**config.mk**
```make
export PLATFORM = sky130hd
export DESIGN_NAME = pll_ref_phase_det
export DESIGN_NICKNAME = d
export VERILOG_FILES = /design/src/rtl/pll_pd_pkg.sv /design/src/rtl/pd_ref_divider.sv /design/src/rtl/pd_phase_comp.sv /design/src/rtl/pd_lock_monitor.sv /design/src/rtl/pll_ref_phase_det.sv
export SDC_FILE = /design/constraint.sdc
export NUM_CORES = 1
export LEC_CHECK = 0
export ABC_AREA = 1
export BUFFER_PORTS_ARGS = -buffer_cell sky130_fd_sc_hd__buf_2
export CORE_ASPECT_RATIO = 1.75
export CORE_UTILIZATION = 51
export CTS_CLUSTER_SIZE = 8
export DETAILED_ROUTE_END_ITERATION = 16
export MAX_ROUTING_LAYER = met4
export PLACE_DENSITY_LB_ADDON = 0.25
export SYNTH_ARGS = -nofsm -noshare
export SYNTH_HDL_FRONTEND = slang
export SYNTH_SLANG_ARGS = --single-unit
```
**constraint.sdc**
```tcl
create_clock -name clk -period 0.8 [get_ports clk]
set_input_delay 0.2 -clock clk [delete_from_list [all_inputs] [get_ports clk]]
set_output_delay 0.2 -clock clk [all_outputs]
set_load 0.05 [all_outputs]
```
**src/rtl/pll_pd_pkg.sv**
```systemverilog
package pll_pd_pkg;

  typedef enum logic [2:0] {
    RATE_1K    = 3'd0,
    RATE_3K    = 3'd1,
    RATE_5K    = 3'd2,
    RATE_6K25  = 3'd3,
    RATE_12K5  = 3'd4,
    RATE_25K   = 3'd5
  } rate_code_e;

  localparam int unsigned NUM_CODES = 8;
  localparam int unsigned SLOWEST_HZ = 1000;

  // Comparison rate in Hz for a code; undefined codes fall back to the slowest.
  function automatic int unsigned rate_hz(input logic [2:0] code);
    case (code)
      RATE_3K:   rate_hz = 3000;
      RATE_5K:   rate_hz = 5000;
      RATE_6K25: rate_hz = 6250;
      RATE_12K5: rate_hz = 12500;
      RATE_25K:  rate_hz = 25000;
      default:   rate_hz = SLOWEST_HZ;
    endcase
  endfunction

endpackage

```
**src/rtl/pd_ref_divider.sv**
```systemverilog
module pd_ref_divider #(
  parameter int unsigned XTAL_HZ = 75000,
  parameter int unsigned CNT_W   = $clog2(XTAL_HZ / pll_pd_pkg::SLOWEST_HZ)
) (
  input  logic       clk,
  input  logic       rst_n,
  input  logic       run,
  input  logic [2:0] sel,
  output logic       tick,
  output logic       hold
);
  import pll_pd_pkg::*;

  logic [CNT_W-1:0] lim_tab [NUM_CODES];

  // Terminal count per code, derived from the crystal rate.
  for (genvar i = 0; i < NUM_CODES; i++) begin : g_lim
    localparam int unsigned RATIO = XTAL_HZ / rate_hz(3'(i));
    assign lim_tab[i] = CNT_W'(RATIO - 1);
  end

  logic [2:0]       sel_q;
  logic [CNT_W-1:0] cnt_q, cnt_d;
  logic             tick_q, tick_d;
  logic             settle_q, settle_d;
  logic             sel_chg, wrap;

  always_comb begin
    sel_chg = (sel != sel_q);
    wrap    = (cnt_q == lim_tab[sel_q]);
    tick_d  = run && !sel_chg && wrap;
    if (!run || sel_chg) begin
      cnt_d = '0;
    end else if (wrap) begin
      cnt_d = '0;
    end else begin
      cnt_d = cnt_q + 1'b1;
    end
    if (!run || sel_chg) begin
      settle_d = 1'b1;
    end else if (tick_d) begin
      settle_d = 1'b0;
    end else begin
      settle_d = settle_q;
    end
  end

  always_ff @(posedge clk or negedge rst_n) begin
    if (!rst_n) begin
      sel_q    <= '0;
      cnt_q    <= '0;
      tick_q   <= 1'b0;
      settle_q <= 1'b1;
    end else begin
      sel_q    <= sel;
      cnt_q    <= cnt_d;
      tick_q   <= tick_d;
      settle_q <= settle_d;
    end
  end

  assign tick = tick_q;
  assign hold = settle_q | sel_chg | ~run;

  assert_restart_clears_R7: assert property (@(posedge clk) disable iff (!rst_n)
    (sel_chg && run) |=> (cnt_q == '0 && !tick_q && settle_q));

  assert_tick_single_R1: assert property (@(posedge clk) disable iff (!rst_n)
    tick_q |=> !tick_q);

  assert_stop_no_tick_R6: assert property (@(posedge clk) disable iff (!rst_n)
    !run |=> (!tick_q && cnt_q == '0));

endmodule

```
**src/rtl/pd_phase_comp.sv**
```systemverilog
module pd_phase_comp (
  input  logic clk,
  input  logic rst_n,
  input  logic hold,
  input  logic ref_tick,
  input  logic vco_in,
  output logic up,
  output logic dn
);

  logic vco_q, vco_rise;
  logic up_q, dn_q, up_d, dn_d;
  logic up_n, dn_n;

  always_comb begin
    vco_rise = vco_in & ~vco_q;
    up_n     = up_q | vco_rise;
    dn_n     = dn_q | ref_tick;
    if (hold) begin
      up_d = 1'b0;
      dn_d = 1'b0;
    end else if (up_n && dn_n) begin
      up_d = 1'b0;
      dn_d = 1'b0;
    end else begin
      up_d = up_n;
      dn_d = dn_n;
    end
  end

  always_ff @(posedge clk or negedge rst_n) begin
    if (!rst_n) begin
      vco_q <= 1'b0;
      up_q  <= 1'b0;
      dn_q  <= 1'b0;
    end else begin
      vco_q <= vco_in;
      up_q  <= up_d;
      dn_q  <= dn_d;
    end
  end

  assign up = up_q;
  assign dn = dn_q;

  assert_up_dn_excl_R10: assert property (@(posedge clk) disable iff (!rst_n)
    !(up_q && dn_q));

  assert_hold_clears_R6: assert property (@(posedge clk) disable iff (!rst_n)
    hold |=> !(up_q || dn_q));

endmodule

```
**src/rtl/pd_lock_monitor.sv**
```systemverilog
module pd_lock_monitor #(
  parameter int unsigned LIM_W = 8
) (
  input  logic             clk,
  input  logic             rst_n,
  input  logic             active,
  input  logic [LIM_W-1:0] limit,
  input  logic             clr,
  output logic             flag
);

  localparam logic [LIM_W-1:0] RUN_MAX = '1;

  logic [LIM_W-1:0] run_q, run_d;
  logic             flag_q, flag_d;
  logic             set_c;

  always_comb begin
    set_c = active && (run_q >= limit);
    if (!active) begin
      run_d = '0;
    end else if (run_q == RUN_MAX) begin
      run_d = run_q;
    end else begin
      run_d = run_q + 1'b1;
    end
    if (set_c) begin
      flag_d = 1'b1;
    end else if (clr) begin
      flag_d = 1'b0;
    end else begin
      flag_d = flag_q;
    end
  end

  always_ff @(posedge clk or negedge rst_n) begin
    if (!rst_n) begin
      run_q  <= '0;
      flag_q <= 1'b0;
    end else begin
      run_q  <= run_d;
      flag_q <= flag_d;
    end
  end

  assign flag = flag_q;

  assert_flag_sticky_R8: assert property (@(posedge clk) disable iff (!rst_n)
    (flag_q && !clr) |=> flag_q);

  assert_flag_needs_activity_R8: assert property (@(posedge clk) disable iff (!rst_n)
    $rose(flag_q) |-> $past(active));

endmodule

```
**src/rtl/pll_ref_phase_det.sv**
```systemverilog
module pll_ref_phase_det #(
  parameter int unsigned XTAL_HZ = 75000,
  parameter int unsigned LIM_W   = 8
) (
  input  logic             clk,
  input  logic             rst_n,
  input  logic             pll_run,
  input  logic [2:0]       ref_sel,
  input  logic             vco_pulse,
  input  logic [LIM_W-1:0] unlock_limit,
  input  logic             unlock_clr,
  output logic             ref_tick,
  output logic             pump_oe,
  output logic             pump_up,
  output logic             unlock_flag
);

  logic rst_meta_n, rst_sync_n;
  logic hold, up, dn;

  // Asynchronous assertion, synchronous release.
  always_ff @(posedge clk or negedge rst_n) begin
    if (!rst_n) begin
      rst_meta_n <= 1'b0;
      rst_sync_n <= 1'b0;
    end else begin
      rst_meta_n <= 1'b1;
      rst_sync_n <= rst_meta_n;
    end
  end

  pd_ref_divider #(.XTAL_HZ(XTAL_HZ)) u_div (
    .clk   (clk),
    .rst_n (rst_sync_n),
    .run   (pll_run),
    .sel   (ref_sel),
    .tick  (ref_tick),
    .hold  (hold)
  );

  pd_phase_comp u_cmp (
    .clk      (clk),
    .rst_n    (rst_sync_n),
    .hold     (hold),
    .ref_tick (ref_tick),
    .vco_in   (vco_pulse),
    .up       (up),
    .dn       (dn)
  );

  assign pump_oe = up | dn;
  assign pump_up = up;

  pd_lock_monitor #(.LIM_W(LIM_W)) u_lock (
    .clk    (clk),
    .rst_n  (rst_sync_n),
    .active (pump_oe),
    .limit  (unlock_limit),
    .clr    (unlock_clr),
    .flag   (unlock_flag)
  );

  assert_clr_when_idle_R9: assert property (@(posedge clk) disable iff (!rst_sync_n)
    (unlock_clr && !pump_oe) |=> !unlock_flag);

  assert_stop_floats_R6: assert property (@(posedge clk) disable iff (!rst_sync_n)
    !pll_run |=> !pump_oe);

endmodule

```
==> results of run 1 <==
-- repair_timing --
item	CTS	global route
setup buffers	12	6
hold buffers	1	0
endpoints found under the hold margin	2	0
gates resized for setup	49	35
setup endpoints to repair	24	24
pin swaps	25	22
cloned	0	0
-- final cells by class --
cell class                      instances  area [sq um]  area share
Clock buffer                            3          41.3      0.0175
Multi-Input combinational cell        123           950       0.403
Tap cell                               27          33.8      0.0143
Inverter                               31           131      0.0558
Clock inverter                          1          30.0      0.0127
Sequential cell                        26           659       0.280
Timing Repair Buffer                   65           510       0.217
-- cells in the final DEF, fill, tap and decap left out, drive strengths merged, types with 2 or more instances in the layout --
| cell | Yosys | routed |
|---|---|---|
| a21oi | 8 | 8 |
| a22oi | 2 | 2 |
| buf | 0 | 64 |
| clkbuf | 0 | 3 |
| clkinv | 1 | 2 |
| dfrtp | 25 | 25 |
| ha | 10 | 10 |
| inv | 30 | 29 |
| nand2 | 36 | 36 |
| nand3 | 13 | 13 |
| nand4 | 2 | 2 |
| nor2 | 24 | 24 |
| nor3 | 6 | 6 |
| o21ai | 10 | 10 |
| xnor2 | 2 | 2 |
| xor2 | 4 | 4 |
-- logic make-up (layout without fill, tap and decap cells) --
group | after synthesis | after routing
and+or+nand+nor | 83 | 83
buffers and inverters | 31 | 100
DFF | 26 | 26
AOI/OAI and AO/OA | 23 | 23
adders and majority gates | 10 | 10
xor gates and xnor gates | 6 | 6
other | 1 | 1
-- flip-flops by register name (all words and copies together) (netlist names) --
name	cells
u_lock.flag	1
u_div.tick	1
u_cmp.dn	1
u_cmp.up	1
u_cmp.vco_q	1
rst_meta_n	1
rst_sync_n	1
u_div.sel_q	3
u_lock.run_q	8
u_div.settle_q	1
u_div.cnt_q	7
-- metrics by stage --
stage	area, sq um	hold WS [ps]	power, mW	util
2_1_floorplan	1490	-95.6	1.51	-
6_report	2360	51.9	2.81	0.866
3_5_place_dp	1850	-12.1	1.62	0.679
4_1_cts	2200	36.5	2.73	0.809
5_1_grt	2360	51.4	2.89	0.866
3_3_place_gp	1850	-15.5	1.61	0.679
-- per-layer routing --
layer	up-vias	wire length, microns
met5	-	0
met4	0	213
met3	16	166
met2	60	2700
met1	738	1710
li1	711	-
-- power by group through the flow --
stage	clock network (mW)	registers (mW)	logic, mW
detailed placement	0	1.38	0.245
floorplan	0	1.39	0.122
global placement	0	1.37	0.233
global route	1.15	1.36	0.378
CTS	1.10	1.35	0.277
finish	1.10	1.36	0.346
-- worst max-delay path by stage --
stage / start / end / slack [ps]
2_1_floorplan: u_lock.run_q[1] / u_lock.run_q[0] / -610
3_3_place_gp: u_lock.run_q[1] / u_lock.run_q[0] / -670
3_5_place_dp: u_lock.run_q[1] / u_lock.run_q[2] / -820
4_1_cts: u_lock.run_q[0] / u_lock.run_q[0] / -750
5_1_grt: u_lock.run_q[0] / u_lock.run_q[1] / -940
6_report: u_lock.run_q[0] / u_lock.run_q[1] / -860
-- worst max-delay path, delay by kind of cell, from the launching register on --
family | cells | cell delay, ps
flops | 1 | 390
compound gates | 1 | 80
simple gates | 6 | 880
fa+ha+maj | 1 | 200
==> flow_summary.yaml, run 1 <==
logic_synthesis:
  synth_compound_area_frac: 0.0882
  synth_xor_area_frac: 0.0360
  synth.avg_cell_area_sq_um: 8.12
  ys.flop_type: "dfrtp_1"
  netlist_instances: 180
  yosys.area_share.simple: 0.262
  synth_common_cells: "nand2_1 (34), inv_1 (27), dfrtp_1 (25)"
  synthMuxAreaShare: 0
  synth_area_sq_um: 1460
  synth-adder-area-share: 0.0856
  yosysSeqAreaShare: 0.446
  synthTopCellsByArea: "dfrtp_1 (43%), nand2_1 (8.7%), ha_1 (8.6%), inv_1 (6.9%), nor2_1 (5.7%)"
  ys_async_sr_fraction: 1.00
  synth_top_area_cell: "dfrtp_1"
  synth_top_area_share: 0.428
  synth_nets: 206
  yosys_warnings: 0
  ys_ff_latch: 26
  synth_edf_count: 0
  yosysMostFrequentCell: "nand2_1"
  ys_types: 27
  synth_top_family_by_area: "simple AND/OR/NAND/NOR gates"
cts:
  cts.sinks: 26
  path_clk_slew_ps: 100
  cts_buffer_depth: 2
  insertion_delay_ps: 280
  cts_buffers: 3
  root_buffer: "clkbuf_8"
  cts_tree: "done"
  htreeDepth: 1
drt:
  dr.pass1.iters: 4
  ant_nets: 0
  drc_errors: 0
  vias: 1525
  routedWlPerCell_microns: 17.3
  wirelength_microns: 4790
  drt-initial-drc-count: 62
  drt-vias-per-instance: 5.53
timing:
  fin_skew_ps: 9.32
  hold_violations: 0
  period_share: 2.07
  rsz0062_at_grt: "true"
  worst_slack_ps: -855
  slew_viol_final: 0
  finalCriticalPeriod_ps: 1660
  setup_viol: 24
  max_freq_mhz: 604
  tns_ps: -15540
final_layout:
  n_antenna_cell: 0
  area.growth.synth_to_final_pct: 61.2
  drive_gt1_frac: 0.538
  fillers: 134
  final_cell_count_no_fill: 276
  fin_nets: 276
worst_setup_path:
  cp.required_ps: 970
  rrSetupSlack_ps: -860
  crit_arrival_ps: 1830
  cp-end-kind: "flip-flop"
  critPathLaunchType: "flip-flop"
  path_max_fanout: 8
  slowest_stage: "dfrtp_1"
  r2r_start: "u_lock.run_q[0]"
  path_cells: "ha_2 -> nand2_2 -> nor2_4 -> nand2_4 -> nor3b_4 -> nand3_4 -> nand3_2 -> o21ai_2"
  r2r-end: "u_lock.run_q[1]"
  reg2reg_depth: 8
  max_stage_delay_ps: 390
  critPathKind: "flip-flop to flip-flop"
global_route:
  grt_pass1_wl_microns: 6300
  grt_max_degree: 25
  met3_usage: 0.0223
  met1_usage: 0.253
  grt_antenna_before_repair: 0
  grt_busiest_layer: "met2"
  grt_pass1_vias: 1519
  grt_util_met2: 0.566
  grtUsageTotal: 0.278
  grt_remaining_overflow: 0
floorplan:
  fp-row-count: 25
  die-width_microns: 42.5
  coreArea_sq_um: 2720
  ios: 20
  die_h_microns: 72.8
  start_util: 0.537
  dieArea_sq_um: 3090
status:
  violations: "setup timing"
  status: "finished, violations left"
place:
  dp_hpwl_microns: 2470
  place_congestion: 0.847
  numPlacedInstances: 255
  io_buffers: 19
  post-place-ws_ps: -821
run:
  drv_cap: 0
hold_path:
  min_path_type: "input pin to flip-flop"
  whs_path_depth: 1
  holdCritStartpoint: "vco_pulse"
  hold_end: "u_cmp.vco_q"
power:
  p_seq_frac: 0.485
  p_int_mw: 2.15
  netSwitchingFraction: 0.233
  p_sw_mw: 0.654
  p_clk_frac: 0.392
  vdd_drop_max_mv: 1.23
  share_comb_of_total_power: 0.123
  p_leak_nw: 1.15
  pwr_density_cell_nw_per_um2: 1190
Note: power is estimated with default switching activity, not from simulation.
==> inputs of run 2 (changes only) <==
- SYNTH_HIERARCHICAL: not set -> 1
==> run 2 against run 1 <==
The run ends with DRC, setup timing left. Area after synthesis rose by 9.1%. Setup slack improved by 170 ps. Worst hold slack got worse by 16 ps. Combinational power rose by 8.4%. Critical path type unchanged. Critical endpoint is now u_div/cnt_q[4].
==> flow_summary.yaml, run 2 <==
status:
  status: "finished, violations left"
  violations: "DRC, setup timing"
place:
  io_buffers: 19
  place_congestion: 0.845
  dp_hpwl_microns: 2670
drt:
  drt-vias-per-instance: 5.19
  met3_wirelength_microns: 134
  vias: 1687
  drc_errors: 2
  ant_nets: 0
  dr.pass1.iters: 13
  wirelength_microns: 4880
  routedLengthMet1_microns: 1700
  routedWlPerCell_microns: 15.0
  drt-initial-drc-count: 87
  wl_met2_microns: 2840
  highest_layer: "met4"
final_layout:
  final_common_cell: "nand2_1"
  top_register: "u_lock/run_q"
  fin_util: 0.860
  drive_gt1_frac: 0.505
  largest_registers: "u_lock/run_q (8), u_div/cnt_q (7), u_div/sel_q (3)"
  most-common-layout-cells: "nand2_1 (44), buf_4 (42), inv_1 (29)"
  area.growth.synth_to_final_pct: 59.7
  fin_nets: 310
  n_antenna_cell: 0
  fillers: 149
  largest_reg_flops: 8
timing:
  hold_slack_ps: 36.1
  slew_viol_final: 0
  finalCriticalPeriod_ps: 1480
  fin_skew_ps: 2.38
  period_share: 1.85
  tns_ps: -12240
  hold_violations: 0
  setup_viol: 24
  rsz0062_at_grt: "true"
  max_freq_mhz: 674
  worst_slack_ps: -683
cts:
  cts_buffer_depth: 2
  path_clk_slew_ps: 90
  insertion_delay_ps: 270
  cts.sinks: 26
  htreeDepth: 1
  root_buffer: "clkbuf_8"
  cts_buffers: 3
  cts_tree: "done"
power:
  pwr_density_cell_nw_per_um2: 1010
  vdd_drop_max_mv: 1.09
  p_int_mw: 1.94
  p_sw_mw: 0.627
  p_clk_frac: 0.327
  share_comb_of_total_power: 0.146
  netSwitchingFraction: 0.244
  p_leak_nw: 1.30
  p_seq_frac: 0.527
global_route:
  grt_pass1_vias: 1624
  grt_max_degree: 16
  grt_remaining_overflow: 0
  grt_pass1_wl_microns: 6460
  grt_antenna_before_repair: 0
  grtUsageTotal: 0.264
run:
  drv_cap: 0
logic_synthesis:
  synth_edf_count: 0
  ys_ff_latch: 26
  synthTopCellsByArea: "dfrtp_1 (39%), nand2_1 (13%), inv_1 (8.2%), ha_1 (7.8%), nand3_1 (5.7%)"
  synth_top_area_share: 0.392
  yosysSeqAreaShare: 0.409
  yosys_warnings: 6
  yosysMostFrequentCell: "nand2_1"
  synth_area_sq_um: 1590
  ys_types: 28
  synth_top_area_cell: "dfrtp_1"
  synth_common_cells: "nand2_1 (56), inv_1 (35), dfrtp_1 (25)"
  netlist_instances: 208
  ys.flop_type: "dfrtp_1"
  synth.avg_cell_area_sq_um: 7.66
  ys_async_sr_fraction: 1.00
  synth_nets: 234
worst_setup_path:
  slowest_stage: "dfrtp_2"
  crit_arrival_ps: 1640
  cp.required_ps: 960
  max_stage_delay_ps: 450
  path_cells: "inv_2 -> buf_4 -> nand2_4 -> nand2_2 -> nand2_1 -> nand2_1 -> nand2_1 -> nor2_2 -> nand3_4 -> nand2_8 -> nor2_2"
  cpMostUsedCell: "nand2_1"
  cp-end-kind: "flip-flop"
  cp_top_family: "simple AND/OR/NAND/NOR gates"
  path_max_fanout: 6
  critPathKind: "flip-flop to flip-flop"
  critPathLaunchType: "flip-flop"
  path_buf_inv: 2
hold_path:
  min_path_type: "flip-flop to async pin"
floorplan:
  die_h_microns: 76.0
  fp-row-count: 26
  coreArea_sq_um: 2960
  ios: 20
  die-width_microns: 44.3
  start_util: 0.538
  dieArea_sq_um: 3360
## run 2: cell count changes in the layout (fill, tap and decap cells not counted), moves of 3 or more
cell	previous run	this run
nand2_1	24	44
buf_4	37	42
inv_1	24	29
inv_2	3	8
nand3_1	7	11
a21oi_1	6	3
nand2_2	6	9
nor3_2	3	0
o21ai_0	4	1
xor2_1	3	6
## run 2: metal layers
layer | global-route usage | vias up
met5 | - | -
met1 | 0.239 | 808
met3 | 0.0190 | 25
met2 | 0.516 | 62
met4 | 0.103 | 0
li1 | - | 792
## run 2: final timing paths
path,cells after the start,startpoint,slack (ps),endpoint
worst max-delay path,11,u_div/sel_q[1],-680,u_div/cnt_q[4]
worst min-delay path,0,rst_sync_n,40,u_lock/flag
worst max register to register,11,u_div/sel_q[1],-680,u_div/cnt_q[4]
worst min register to register,0,rst_sync_n,40,u_lock/flag
max in group asynchronous,1,rst_sync_n,330,u_cmp/up
min in group clk,1,ref_sel[2],50,u_div/sel_q[2]
## run 2: per-stage QoR
| step | instance area [sq um] | worst slack [ps] | instances | power, mW |
|---|---|---|---|---|
| after floorplan | 1640 | -495 | 208 | 1.54 |
| after global placement | 2070 | -582 | 306 | 1.65 |
| after detailed placement | 2070 | -664 | 306 | 1.66 |
| after CTS | 2370 | -656 | 321 | 2.55 |
| after global routing | 2540 | -779 | 325 | 2.71 |
| final | 2540 | -683 | 325 | 2.57 |
## run 2: layout make-up
cell class | instances | area [sq um] | area share
Timing Repair Buffer | 72 | 579 | 0.228
Sequential cell | 26 | 661 | 0.260
Tap cell | 42 | 52.6 | 0.0206
Inverter | 39 | 150 | 0.0590
Clock buffer | 4 | 55.1 | 0.0216
Multi-Input combinational cell | 142 | 1050 | 0.412
## run 2: cells by family after synthesis
kind of cell	after synthesis	synth area share
xor gates and xnor gates	7	0.0385
adders and majority gates	10	0.0785
and+or+nand+nor	112	0.336
buffers and inverters	40	0.0958
AOI/OAI and AO/OA	12	0.0400
other	1	0.00235
DFF	26	0.409
## run 2: repair_timing
item                       CTS  global route
pin swaps                   12            26
resized for setup           38            39
setup endpoints to repair   24            24
hold buffers                 1             0
hold endpoints to repair     2             0
buffers inserted            10             6
## run 2: power groups by stage
stage | logic (mW) | registers (mW) | clock network (mW)
3_5_place_dp | 0.284 | 1.37 | 0
3_3_place_gp | 0.274 | 1.37 | 0
6_report | 0.375 | 1.35 | 0.840
4_1_cts | 0.333 | 1.35 | 0.863
2_1_floorplan | 0.145 | 1.39 | 0
5_1_grt | 0.416 | 1.36 | 0.933
